**src/rtl/tlc_pkg.sv**
```systemverilog
package tlc_pkg;

    typedef enum logic [1:0] {
        PH_HWY_GO    = 2'd0,
        PH_HWY_WARN  = 2'd1,
        PH_FARM_GO   = 2'd2,
        PH_FARM_WARN = 2'd3
    } phase_e;

    typedef struct packed {
        logic grn;
        logic yel;
        logic red;
    } lamp_t;

endpackage

```
**src/rtl/tlc_span_timer.sv**
```systemverilog
module tlc_span_timer #(
    parameter int SHORT_CYCLES = 200,
    parameter int LONG_CYCLES  = 1000
) (
    input  logic clk,
    input  logic rst,
    input  logic restart,
    output logic short_done,
    output logic long_done
);
    localparam int CW = $clog2(LONG_CYCLES + 1);
    localparam logic [CW-1:0] SHORT_V = CW'(SHORT_CYCLES);
    localparam logic [CW-1:0] LONG_V  = CW'(LONG_CYCLES);

    typedef struct packed {
        logic [CW-1:0] cnt;
    } tmr_t;

    tmr_t tmr_d, tmr_q;

    always_comb begin
        tmr_d = tmr_q;
        if (restart) begin
            tmr_d.cnt = '0;
        end else if (tmr_q.cnt != LONG_V) begin
            tmr_d.cnt = tmr_q.cnt + 1'b1;
        end
    end

    always_ff @(posedge clk) begin
        if (rst) begin
            tmr_q <= '0;
        end else begin
            tmr_q <= tmr_d;
        end
    end

    assign short_done = (tmr_q.cnt >= SHORT_V);
    assign long_done  = (tmr_q.cnt >= LONG_V);

    // Flags drop right after a restart
    assert_flags_clear_R8: assert property (@(posedge clk) disable iff (rst)
        restart |=> (!short_done && !long_done));

    // Long expiry implies short expiry
    assert_flag_order_R5: assert property (@(posedge clk) disable iff (rst)
        long_done |-> short_done);

endmodule

```
**src/rtl/tlc_phase_ctrl.sv**
```systemverilog
module tlc_phase_ctrl
    import tlc_pkg::*;
(
    input  logic   clk,
    input  logic   rst,
    input  logic   car,
    input  logic   short_done,
    input  logic   long_done,
    output logic   restart,
    output phase_e phase
);
    typedef struct packed {
        phase_e ph;
    } ctl_t;

    ctl_t ctl_d, ctl_q;

    always_comb begin
        ctl_d   = ctl_q;
        restart = 1'b0;
        unique case (ctl_q.ph)
            PH_HWY_GO: if (car && long_done) begin
                ctl_d.ph = PH_HWY_WARN;
                restart  = 1'b1;
            end
            PH_HWY_WARN: if (short_done) begin
                ctl_d.ph = PH_FARM_GO;
                restart  = 1'b1;
            end
            PH_FARM_GO: if (!car || long_done) begin
                ctl_d.ph = PH_FARM_WARN;
                restart  = 1'b1;
            end
            PH_FARM_WARN: if (short_done) begin
                ctl_d.ph = PH_HWY_GO;
                restart  = 1'b1;
            end
            default: begin
                ctl_d.ph = PH_HWY_GO;
                restart  = 1'b1;
            end
        endcase
    end

    always_ff @(posedge clk) begin
        if (rst) begin
            ctl_q.ph <= PH_HWY_GO;
        end else begin
            ctl_q <= ctl_d;
        end
    end

    assign phase = ctl_q.ph;

    assert_hold_green_R3: assert property (@(posedge clk) disable iff (rst)
        (phase == PH_HWY_GO && !car) |=> phase == PH_HWY_GO);

    assert_min_green_R4: assert property (@(posedge clk) disable iff (rst)
        (phase == PH_HWY_GO && !long_done) |=> phase == PH_HWY_GO);

    assert_yellow_wait_R5: assert property (@(posedge clk) disable iff (rst)
        (phase == PH_HWY_WARN && !short_done) |=> phase == PH_HWY_WARN);

    assert_farm_exit_R6: assert property (@(posedge clk) disable iff (rst)
        (phase == PH_FARM_GO && (!car || long_done)) |=> phase == PH_FARM_WARN);

    assert_farm_yellow_R7: assert property (@(posedge clk) disable iff (rst)
        (phase == PH_FARM_WARN && short_done) |=> phase == PH_HWY_GO);

    assert_change_restarts_R8: assert property (@(posedge clk) disable iff (rst)
        (phase != $past(phase)) |-> $past(restart));

endmodule

```
**src/rtl/tlc_lamp_decode.sv**
```systemverilog
module tlc_lamp_decode
    import tlc_pkg::*;
(
    input  phase_e phase,
    output lamp_t  hwy,
    output lamp_t  farm
);
    always_comb begin
        hwy  = '{grn: 1'b0, yel: 1'b0, red: 1'b1};
        farm = '{grn: 1'b0, yel: 1'b0, red: 1'b1};
        unique case (phase)
            PH_HWY_GO:    hwy  = '{grn: 1'b1, yel: 1'b0, red: 1'b0};
            PH_HWY_WARN:  hwy  = '{grn: 1'b0, yel: 1'b1, red: 1'b0};
            PH_FARM_GO:   farm = '{grn: 1'b1, yel: 1'b0, red: 1'b0};
            PH_FARM_WARN: farm = '{grn: 1'b0, yel: 1'b1, red: 1'b0};
            default: ;
        endcase
    end
endmodule

```
**src/rtl/tlc_crossing.sv**
```systemverilog
module tlc_crossing
    import tlc_pkg::*;
#(
    parameter int SHORT_CYCLES = 200,
    parameter int LONG_CYCLES  = 1000
) (
    input  logic clk,
    input  logic rst,
    input  logic car,
    output logic hwy_grn,
    output logic hwy_yel,
    output logic hwy_red,
    output logic farm_grn,
    output logic farm_yel,
    output logic farm_red
);
    logic   restart;
    logic   short_done;
    logic   long_done;
    phase_e phase;
    lamp_t  hwy_l;
    lamp_t  farm_l;

    tlc_span_timer #(
        .SHORT_CYCLES (SHORT_CYCLES),
        .LONG_CYCLES  (LONG_CYCLES)
    ) u_timer (
        .clk        (clk),
        .rst        (rst),
        .restart    (restart),
        .short_done (short_done),
        .long_done  (long_done)
    );

    tlc_phase_ctrl u_ctrl (
        .clk        (clk),
        .rst        (rst),
        .car        (car),
        .short_done (short_done),
        .long_done  (long_done),
        .restart    (restart),
        .phase      (phase)
    );

    tlc_lamp_decode u_dec (
        .phase (phase),
        .hwy   (hwy_l),
        .farm  (farm_l)
    );

    assign hwy_grn  = hwy_l.grn;
    assign hwy_yel  = hwy_l.yel;
    assign hwy_red  = hwy_l.red;
    assign farm_grn = farm_l.grn;
    assign farm_yel = farm_l.yel;
    assign farm_red = farm_l.red;

    assert_lamp_safety_R9: assert property (@(posedge clk) disable iff (rst)
        $onehot({hwy_grn, hwy_yel, hwy_red}) && $onehot({farm_grn, farm_yel, farm_red})
        && (hwy_red || farm_red));

    assert_green_pairs_red_R2: assert property (@(posedge clk) disable iff (rst)
        (hwy_grn || hwy_yel) |-> farm_red);

endmodule

```
**config.mk**
```make
export PLATFORM = sky130hd
export DESIGN_NAME = tlc_crossing
export DESIGN_NICKNAME = d
export VERILOG_FILES = /design/src/rtl/tlc_pkg.sv /design/src/rtl/tlc_span_timer.sv /design/src/rtl/tlc_phase_ctrl.sv /design/src/rtl/tlc_lamp_decode.sv /design/src/rtl/tlc_crossing.sv
export SDC_FILE = /design/constraint.sdc
export NUM_CORES = 1
export LEC_CHECK = 0
export BUFFER_PORTS_ARGS = -buffer_cell sky130_fd_sc_hd__buf_2
export CAP_MARGIN = 5
export CORE_ASPECT_RATIO = 1.1
export CORE_MARGIN = 2
export CORE_UTILIZATION = 45
export DETAILED_ROUTE_END_ITERATION = 10
export GPL_TIMING_DRIVEN = 0
export PLACE_DENSITY = 0.67
export SYNTH_ARGS = -nofsm -noshare
export SYNTH_HDL_FRONTEND = slang
export SYNTH_HIERARCHICAL = 1
export SYNTH_SLANG_ARGS = --single-unit
```
**constraint.sdc**
```tcl
create_clock -name clk -period 1.73 [get_ports clk]
set_input_delay 0.0865 -clock clk [delete_from_list [all_inputs] [get_ports clk]]
set_output_delay 0.0865 -clock clk [all_outputs]
set_load 0.05 [all_outputs]
```
==> summary.log <==
[status] run status complete, no violations
[sta] RSZ-0062 raised after global routing false
[synth] fraction of synthesis flops using an asynchronous set or reset pin 0%
[synth] main combinational cell family by area after synthesis simple AND/OR/NAND/NOR gates
[worst_setup_path] Slowest-stage cell, CP sky130_fd_sc_hd__dfxtp_1
[routing] vias post-DR 638
[synth] most common flop cell mapped by yosys sky130_fd_sc_hd__dfxtp_1
[synth] Distinct cells, synth 30
[routing] number of remaining DRC errors 0
[routing] total length of routed wires 1280 microns
[worst_setup_path] category of the worst setup path capture point register
[worst_setup_path] class of the most critical setup path register to register
[synth] count of yosys warnings during synthesis 6
[power] total net switching power 380 uW
[sta] Final Worst Setup Slack 0.117 ns
[placement] Worst Setup Slack post-DPL -0.307 ns
[die] number of rows in the core area 15
[synth] Seq cells post-synth 12
[die] Die Area 1980 sq um
[final_layout] Fillers 150
[final_layout] net count of the finished layout 111
[power] part of the total power dissipated in combinational logic 39.9%
[power] Reg power frac 37.2%
[sta] final period demand of the worst path 1.61 ns
[die] overall die height 46.5 microns
[synth] cell count after synthesis 87
[worst_setup_path] CP bufs+invs 0
[die] top-level port count 9
[sta] final count of hold timing violations 0
[final_layout] fraction of layout instances using a drive strength above 1 23.0%
[synth] share of cell area taken by muxes after synthesis 1.36%
[synth] nets in the synthesized netlist 97
[synth] share of the synthesized area in compound gates (AO/OA/AOI/OAI) 17.1%
[sta] total of endpoints with negative setup slack in the final report 0
[worst_setup_path] Critical Path RT 1.87 ns
[die] Core ar. 1560 sq um
[worst_setup_path] cell occurring most often along the worst timing path sky130_fd_sc_hd__nor3_1
[grt] first-pass GRT wire length 2060 microns
[routing] number of optimization iterations in the first detailed-route pass 4
[clock_tree] number of buffers created by CTS 3
[sta] final number of max-transition violations 0
[clock_tree] CTS tree yes
[synth] sequential element share of the synthesized area 32.5%
[synth] top cell type's share of synthesized area 32.5%
[synth] Cell Area, Synth 738 sq um
[clock_tree] clock sinks 12
[routing] DRC violation total after the first TritonRoute iteration 7
[placement] number of placed instances, taps included 112
[synth] synth cell count leaders sky130_fd_sc_hd__dfxtp_1, sky130_fd_sc_hd__nor2_1, sky130_fd_sc_hd__ha_1
[sta] Achievable Freq 620 MHz
[sta] Worst Tran Pin Value 0.452 ns
[synth] number of synthesized flops with an enable pin 0
[min_path] worst hold path type primary input to register
[placement] number of I/O port buffers 8
[grt] global route total overflow 0
[job] number of max-capacitance violations reported 0
[final_layout] layout overhead on the synthesized area 18.5%
[worst_setup_path] data arrival time of the worst path 1.76 ns
[synth] synthesized-area fraction occupied by adder cells 11.9%
[power] worst vdd rail ir drop 0.847 mV
[power] cell-internal power 580 uW
[clock_tree] maximum count of clock buffers along a single path 2
[worst_setup_path] Cell Chain, Critical Path nor3_1, o21ai_1, o21ai_2, nor2_1, a2bb2oi_1, or2_4, nor3_1
[worst_setup_path] Setup crit start kind register
[clock_tree] worst-skew pair later-pin latency 0.27 ns
[grt] overall fraction of global-route tracks in use 14.4%
[clock_tree] Worst-path clk slew 0.08 ns
[die] die width 42.6 microns
[final_layout] final antenna diode count 0
[synth] syn avg cell area 8.49 sq um
[final_layout] non-filler cells, final 117
[routing] vias per inst 5.45
[synth] post-synthesis xor/xnor area fraction 3.56%
[synth] most frequent cell after synthesis sky130_fd_sc_hd__dfxtp_1
[power] switching part of the total power 39.6%
[power] standby leakage power 0.330 nW
[grt] number of antenna violations at the first check in global routing 0
[synth] top area cells in the synthesized netlist sky130_fd_sc_hd__dfxtp_1, sky130_fd_sc_hd__ha_1, sky130_fd_sc_hd__nor2_1
[routing] WL per Instance 10.9 microns
[power] clock power share 23.0%
[clock_tree] CTS root buffer sky130_fd_sc_hd__clkbuf_4
[sta] worst rel slew slack 69.8%
[sta] Clock Skew 0.000669 ns
[worst_setup_path] largest stage delay on the critical path 0.47 ns
[worst_setup_path] Top Family by Delay on Critical Path compound AO/OA/AOI/OAI gates
[sta] portion of the clock cycle consumed by the worst path in the final layout 93.3%
[worst_setup_path] largest fanout of any net on the critical path 10
[grt] largest net degree at the start of global routing 11
[die] initial cell density of the core 47.4%
[grt] number of global-route vias before repair 503
[placement] weighted congestion reported at the end of routability-driven placement 0.739
[synth] area leader, netlist sky130_fd_sc_hd__dfxtp_1
[power] Cell Pwr Density 1100 nW/um^2
[clock_tree] H-Tree Level Count 1
[routing] Post-DRT Antenna Nets 0
[synth] basic-gate share of the synthesized area counting and, or, nand and nor cells 29.5%
[placement] DP Wirelength 976 microns
[cells in the final DEF (no fill, tap or decap), types with 2 or more instances in the layout]
master	synthesis	layout
sky130_fd_sc_hd__or4_1	2	2
sky130_fd_sc_hd__or3_1	3	3
sky130_fd_sc_hd__clkbuf_4	0	3
sky130_fd_sc_hd__nand2_1	5	5
sky130_fd_sc_hd__nor3_1	3	2
sky130_fd_sc_hd__nor3b_2	0	2
sky130_fd_sc_hd__xor2_1	2	2
sky130_fd_sc_hd__buf_2	0	8
sky130_fd_sc_hd__ha_1	7	7
sky130_fd_sc_hd__o31ai_1	2	2
sky130_fd_sc_hd__nand2b_1	2	2
sky130_fd_sc_hd__nand3_1	4	4
sky130_fd_sc_hd__dfxtp_1	12	11
sky130_fd_sc_hd__nor2b_1	2	2
sky130_fd_sc_hd__a21oi_1	5	5
sky130_fd_sc_hd__nor2_1	9	9
sky130_fd_sc_hd__inv_1	6	6
sky130_fd_sc_hd__o21ai_0	6	4
[sequential cells by signal, summed over array words and instances, names as in the netlist]
signal         flops
u_ctrl/phase       2
u_timer/tmr_q     10
[metal layers]
layer / vias to the layer above / global-route usage (%) / part of all wire, %
li1: 338 / - / -
met1: 288 / 15.9 / 46
met2: 10 / 24.0 / 49
met3: 2 / 4.71 / 4.0
met4: 0 / 9.38 / 0.94
met5: - / 0 / 0
[cell type report]
type / instances / area (sq um) / area share [%]
Buffer: 1 / 3.75 / 0.429
Clock buffer: 4 / 36.3 / 4.15
Inverter: 6 / 22.5 / 2.58
Multi-Input combinational cell: 67 / 489 / 55.9
Sequential cell: 12 / 244 / 27.9
Tap cell: 17 / 21.3 / 2.43
Timing Repair Buffer: 10 / 57.6 / 6.58
[worst paths after layout]
path	to	depth (start not counted)	startpoint	slack, ns
hold / removal	u_ctrl/phase[0]	4	car	0.30
setup reg to reg	u_timer/tmr_q[0]	7	u_timer/tmr_q[3]	0.12
setup / recovery	u_timer/tmr_q[0]	7	u_timer/tmr_q[3]	0.12
hold reg to reg	u_timer/tmr_q[9]	2	u_timer/tmr_q[9]	0.51
[power by group through the flow]
stage | clock network [mW] | registers, mW | logic (mW)
after floorplan | 0 | 0.354 | 0.310
after global placement | 0 | 0.365 | 0.362
after detailed placement | 0 | 0.366 | 0.369
after CTS | 0.230 | 0.359 | 0.375
after global routing | 0.244 | 0.365 | 0.416
final | 0.220 | 0.357 | 0.383
[stage by stage]
step / utilization [%] / total power [mW] / cell area (sq um) / setup TNS, ns / hold WS [ns]
after detailed placement: 51.4 / 0.735 / 801 / -2.68 / 0.292
after floorplan: - / 0.664 / 739 / 0 / 0.153
after CTS: 54.3 / 0.965 / 846 / 0 / 0.283
after global placement: 51.4 / 0.726 / 801 / -2.27 / 0.290
after global routing: 56.1 / 1.02 / 875 / 0 / 0.278
final: 56.1 / 0.960 / 875 / 0 / 0.297
[repair_timing]
item | 4_1_cts | 5_1_grt
resized for setup | 2 | 5
hold buffers | 1 | 0
hold endpoints to repair | 1 | 0
endpoints found under the setup margin | 10 | 11
pin swaps | 0 | 1
buffers inserted | 0 | 1
[cell families after synthesis]
| logic type | count (synthesis) |
|---|---|
| compound gates | 18 |
| simple gates | 38 |
| mux | 1 |
| flops | 12 |
| fa+ha+maj | 7 |
| xor+xnor | 3 |
| buf+inv | 8 |
[worst reg2reg max path: stages, from the launching register on]
cell and delay (ns):
sky130_fd_sc_hd__dfxtp_1 0.47, sky130_fd_sc_hd__nor3_1 0.09, sky130_fd_sc_hd__o21ai_1 0.28, sky130_fd_sc_hd__o21ai_2 0.11, sky130_fd_sc_hd__nor2_1 0.10, sky130_fd_sc_hd__a2bb2oi_1 0.16
sky130_fd_sc_hd__or2_4 0.21, sky130_fd_sc_hd__nor3_1 0.07
(Power assumes the default switching activity.)
